### config.mk
export PLATFORM = sky130hd
export DESIGN_NAME = rxsp_gen
export DESIGN_NICKNAME = d
export VERILOG_FILES = /design/src/rtl/rxsp_pkg.sv /design/src/rtl/rxsp_lock_track.sv /design/src/rtl/rxsp_width_sel.sv /design/src/rtl/rxsp_pulse_timer.sv /design/src/rtl/rxsp_gen.sv
export SDC_FILE = /design/constraint.sdc
export NUM_CORES = 1
export LEC_CHECK = 0
export ABC_AREA = 1
export BUFFER_PORTS_ARGS = -buffer_cell sky130_fd_sc_hd__buf_2
export CORE_ASPECT_RATIO = 0.7
export CORE_UTILIZATION = 51
export DETAILED_ROUTE_END_ITERATION = 10
export PLACE_DENSITY = 0.81
export SLEW_MARGIN = 20
export SYNTH_ARGS = -nofsm -noshare
export SYNTH_HDL_FRONTEND = slang
export SYNTH_HIERARCHICAL = 1
export SYNTH_SLANG_ARGS = --single-unit
### constraint.sdc
create_clock -name clk -period 1.35 [get_ports clk]
set_input_delay 0.27 -clock clk [delete_from_list [all_inputs] [get_ports clk]]
set_output_delay 0.27 -clock clk [all_outputs]
set_load 0.01 [all_outputs]
### src/rtl/rxsp_pkg.sv
package rxsp_pkg;

    typedef enum logic {
        MODE_NET   = 1'b0,
        MODE_MODEM = 1'b1
    } rxsp_mode_e;

    typedef enum logic [1:0] {
        PIN_IDLE    = 2'd0,
        PIN_UNLOCK  = 2'd1,
        PIN_PULSE   = 2'd2,
        PIN_FORCED  = 2'd3
    } rxsp_pin_e;

    typedef struct packed {
        logic locked;
        logic rising;
        logic start;
    } rxsp_lock_t;

    function automatic int unsigned rxsp_cnt_w(input int unsigned max_cyc);
        return (max_cyc < 2) ? 1 : $clog2(max_cyc + 1);
    endfunction

    function automatic int unsigned rxsp_max(input int unsigned a, input int unsigned b);
        return (a > b) ? a : b;
    endfunction

endpackage

### src/rtl/rxsp_lock_track.sv
module rxsp_lock_track
    import rxsp_pkg::*;
(
    input  logic       clk,
    input  logic       rst,
    input  logic       frame_lock,
    input  logic       frame_mark,
    input  logic       bit_stb,
    output rxsp_lock_t lock_info
);
    logic lock_q;

    always_ff @(posedge clk) begin
        if (rst) lock_q <= 1'b0;
        else     lock_q <= frame_lock;
    end

    always_comb begin
        lock_info.locked = lock_q;
        lock_info.rising = frame_lock & ~lock_q;
        lock_info.start  = frame_lock & lock_q & frame_mark & bit_stb;
    end
endmodule

### src/rtl/rxsp_width_sel.sv
module rxsp_width_sel #(
    parameter int unsigned FAST_CYC = 625,
    parameter int unsigned SLOW_CYC = 1250,
    parameter int unsigned CNT_W    = 11
) (
    input  logic             rate_fast,
    output logic [CNT_W-1:0] load_val
);
    localparam logic [CNT_W-1:0] FAST_LOAD = CNT_W'(FAST_CYC - 1);
    localparam logic [CNT_W-1:0] SLOW_LOAD = CNT_W'(SLOW_CYC - 1);

    generate
        if (FAST_CYC == SLOW_CYC) begin : g_single
            logic unused_rate;
            assign unused_rate = rate_fast;
            assign load_val    = FAST_LOAD;
        end else begin : g_dual
            assign load_val = rate_fast ? FAST_LOAD : SLOW_LOAD;
        end
    endgenerate
endmodule

### src/rtl/rxsp_pulse_timer.sv
module rxsp_pulse_timer
    import rxsp_pkg::*;
#(
    parameter int unsigned CNT_W = 11
) (
    input  logic             clk,
    input  logic             rst,
    input  logic             mode_modem,
    input  logic             frame_lock,
    input  rxsp_lock_t       lock_info,
    input  logic [CNT_W-1:0] load_val,
    output logic             pin_q,
    output rxsp_pin_e        pin_state
);
    logic [CNT_W-1:0] rem_q;
    logic [CNT_W-1:0] rem_d;
    rxsp_pin_e        state_d;

    always_comb begin
        rem_d = '0;
        if (rxsp_mode_e'(mode_modem) == MODE_MODEM) begin
            state_d = PIN_FORCED;
        end else if (!frame_lock) begin
            state_d = PIN_UNLOCK;
        end else if (lock_info.start) begin
            state_d = PIN_PULSE;
            rem_d   = load_val;
        end else if (rem_q != '0) begin
            state_d = PIN_PULSE;
            rem_d   = rem_q - 1'b1;
        end else begin
            state_d = PIN_IDLE;
        end
    end

    always_ff @(posedge clk) begin
        if (rst) begin
            rem_q     <= '0;
            pin_state <= PIN_UNLOCK;
            pin_q     <= 1'b1;
        end else begin
            rem_q     <= rem_d;
            pin_state <= state_d;
            pin_q     <= (state_d == PIN_UNLOCK) || (state_d == PIN_PULSE);
        end
    end
endmodule

### src/rtl/rxsp_gen.sv
module rxsp_gen
    import rxsp_pkg::*;
#(
    parameter int unsigned FAST_CYC = 625,
    parameter int unsigned SLOW_CYC = 1250
) (
    input  logic clk,
    input  logic rst,
    input  logic rate_fast,
    input  logic mode_modem,
    input  logic bit_stb,
    input  logic frame_mark,
    input  logic frame_lock,
    output logic sync_pin,
    output logic lock_stat
);
    localparam int unsigned CNT_W = rxsp_cnt_w(rxsp_max(FAST_CYC, SLOW_CYC));

    rxsp_lock_t       lock_info;
    logic [CNT_W-1:0] load_val;
    rxsp_pin_e        pin_state;
    logic             unused_state;

    rxsp_lock_track u_lock (
        .clk        (clk),
        .rst        (rst),
        .frame_lock (frame_lock),
        .frame_mark (frame_mark),
        .bit_stb    (bit_stb),
        .lock_info  (lock_info)
    );

    rxsp_width_sel #(
        .FAST_CYC (FAST_CYC),
        .SLOW_CYC (SLOW_CYC),
        .CNT_W    (CNT_W)
    ) u_width (
        .rate_fast (rate_fast),
        .load_val  (load_val)
    );

    rxsp_pulse_timer #(
        .CNT_W (CNT_W)
    ) u_timer (
        .clk        (clk),
        .rst        (rst),
        .mode_modem (mode_modem),
        .frame_lock (frame_lock),
        .lock_info  (lock_info),
        .load_val   (load_val),
        .pin_q      (sync_pin),
        .pin_state  (pin_state)
    );

    assign lock_stat    = lock_info.locked;
    assign unused_state = ^{pin_state, lock_info.rising};
endmodule

== Yosys cells after proc, flatten, opt, wreduce, memory -nomap -nowiden ==
Index checks and enable logic that the tools add are counted.
Word-level totals
  register bits after elaboration: 13
  input bits: 7
  logic and storage cells: 20
  output and inout port bits: 2
Cells by class
  multiplexer cells: 7
  add/subtract/negate cells: 1
  bitwise gates (word level): 4
  equality and inequality tests: 2
  reductions and logical operators: 3
Operators with widths (number)
  $mux W11: 3
  $reduce_bool A11 Y1: 1
  $sub A11 B1 Y11 const B: 1
  $mux W2: 4
  $and A1 B1 Y1: 3
  $reduce_or A3 Y1: 1
  $eq A2 B1 Y1 const B: 1
  $eq A2 B2 Y1 const B: 1
  $logic_or A1 B1 Y1: 1
  $not A1 Y1: 1

== Logic depth before layout (Yosys ltp) ==
  depth after elaboration: 8
  depth in mapped cells: 10
  depth with buffers taken out: 9

== Modules after synthesis ==
Netlist, hierarchy kept.
By module, submodules not included
  rxsp_pulse_timer: times used 1, cells an instance 117, sequential area each 280.3 µm², area an instance 832.0 µm²
  rxsp_width_sel: times used 1, cells an instance 13, sequential area each 0.0 µm², area an instance 86.3 µm²
  rxsp_lock_track: times used 1, cells an instance 8, sequential area each 20.0 µm², area an instance 50.0 µm²

== Worst setup path before layout ==
No wires, ideal clock.
  kind: flip-flop to flip-flop
  start point: register u_timer.rem_q[0]
  end point: register u_timer.rem_q[5]
  path buffers: 1
  setup time: 122 ps
  path slack: 77 ps
  clock period less this slack: 1273 ps
  arrival: 1151 ps
  stages on the path, launching flop included: 11
  required time: 1228 ps
  cells stage by stage: dfxtp_1 inv_1 ha_1 inv_1 nor2_1 nand3_2 nor2_2 nor2_2 buf_6 nand2_1 a21oi_2
On the way
  longest elaborated chain between the ends: 3
  elaborated cells on any way between the ends: 4
  those cells by class: add/sub: 1; mux: 2; reduce/logical: 1
Ends and longest elaborated chain
  start, declared: line rxsp_pulse_timer.sv:15  | logic [CNT_W-1:0] rem_q;
  start signal, assigned: line rxsp_pulse_timer.sv:42  | rem_q <= rem_d;
  $sub A11 B1 Y11 or $reduce_bool A11 Y1 (tied branches): line rxsp_pulse_timer.sv:30, rxsp_pulse_timer.sv:28
  $mux W11 *: line rxsp_pulse_timer.sv:28  | end else if (rem_q != '0) begin
  $mux W11 *: line rxsp_pulse_timer.sv:25  | end else if (lock_info.start) begin
Mark *: on every way between the ends. The rest lies on a longest branch, timed or not.
A chain may end at the register's enable or synchronous reset.

== Worst setup path in the final report ==
  start point: register u_timer.rem_q[1]
  end point: register u_timer.rem_q[10]
Same word-level chain as after synthesis.

==> metrics.txt <==
Worst EP required=1.57 ns; Max Slew Vio Count=0; antenna violations before repair=0; drt pass-1 iters=4; PnR worst setup slack=-0.01872 ns; antenna viol nets, final=0; Hold Path Class=in2reg; via count=814; via count of the first global-routing pass=692; Wirelength per Cell=12.49 um; Register-to-Register Path Depth=10; vias per inst=4.817; # IOs=9; Clk Tree Root Cell=clkbuf_4; Critical R2R Launch=u_timer/rem_q[1]; Gate Count Post-Synth=134; CP startpoint kind=flop; Netlist Area Pre-Place=918.4 sq um; Worst Setup EP=u_timer/rem_q[10]; worst setup path class=reg2reg; Die Height=37.51 um; num rows=12; Final Cell Area=1090 sq um; Setup crit end kind=flop; port buffer count=8; crit path DAT=1.59 ns; GRT Util Overall=23.72%; Num CTS Buffers=3; Max Clk Rate=730.6 MHz; largest net degree at the start of global routing=12; synth warn=6; DRT iter0 DRCs=35; DRT Wirelength=2110 um; Sinks on Clock Net=13; CP startpoint=u_timer/rem_q[1]; Die Width=52.72 um; max cap viols=0; clk_skew=0.002266 ns; first-pass GRT wire length=3125 um; CTS tree=done; Initial Utilization=56.12%; Hold-fix buffers, CTS=0; failing checks=setup timing; fin crit share=101.4%; Max Fanout on Critical Path=5; die footprint=1977 sq um; Hold Crit Start=rst; nets@finish=158; core area=1637 sq um; Avg Inst Size Synth=6.854 sq um; Post-DP HPWL=1511 um; ant diodes=0; GR Overflow Total=0; routability-driven placement congestion ratio=0.8634; hold slack=0.1733 ns; Max Root-Sink Buffers=2; crit path time final=1.369 ns; Skew-Pair Late Insertion Delay=0.28 ns; RR Endpoint=u_timer/rem_q[10]; final hold vios=0; clock-pin slew on the worst setup and hold paths=0.08 ns; share of cells above drive strength 1=39.19%; status=finished, violations left; RSZ-0062 raised after global routing=true; H-tree level count=1; register-to-register setup slack=-0.02 ns; DP Area=972.2 sq um; final number of setup-violating endpoints=3; Area Growth Syn to Fin=18.67%; final routed DRC violation total=0
## critical path: stages, from the launching register on
cell and delay (ns):
dfxtp_2 0.36, inv_4 0.04, ha_4 0.15, inv_2 0.05, nor2_2 0.03, nand3_2 0.09, nor2_4 0.05, nor2_4 0.20
buf_6 0.15, nand3_4 0.06, a21oi_2 0.13
## worst min path at each step
stage                                to  slack [ns]  depth (start not counted)
final                     u_lock/lock_q        0.17                          2
after global routing      u_lock/lock_q        0.16                          2
after CTS                 u_lock/lock_q        0.16                          2
after detailed placement  u_lock/lock_q        0.47                          2
after global placement    u_lock/lock_q        0.46                          2
after floorplan           u_lock/lock_q        0.34                          1
## placed cells by master, fill, tap and decap left out, drive strengths merged
cell type and instances:
a21oi 11, nand2 33, dfxtp 13, nor2 19
conb 6, o21ai 5, nor3 1, ha 2
buf 20, clkbuf 4, nand3 11, inv 20
xor2 3
## flip-flops by register name, summed over array words and instances, names as in the netlist
register       count
u_timer/rem_q     11
u_lock/lock_q      1
u_timer/pin_q      1
## metrics by stage
stage,setup TNS [ns],utilization (%),worst slack (ns),cells
after floorplan,0,-,0.07797,138
after global placement,-0.04841,59.40,-0.04841,163
after detailed placement,-0.09068,59.40,-0.04579,163
after CTS,-0.01481,62.39,-0.008890,167
after global routing,-0.5411,66.59,-0.07654,169
final,-0.03979,66.59,-0.01872,169
## per-layer routing
metal	part of all wire (%)	vias to the layer above	GRT usage, %
met5	0	-	0
met4	2.4	0	13.82
met3	6.0	6	7.317
met2	45	25	35.44
met1	46	362	29.93
li1	-	421	-
## final cells by class
type                    count  area (sq um)
clock buffers               4         26.28
fillers                   138         546.8
inverters                  20         77.57
multi-input cells          91         551.8
flip-flops and latches     13         262.8
well taps                  21         26.28
repair buffers             20         145.1
## repair_timing
action / in CTS / in global routing
resized for setup: 6 / 16
setup buffers: 0 / 2
endpoints found under the setup margin: 9 / 12
pin swaps: 1 / 10
Power is left out: the tool's default activity adds up to more than one toggle a clock period on the data nets, which glitch-free logic cannot reach.
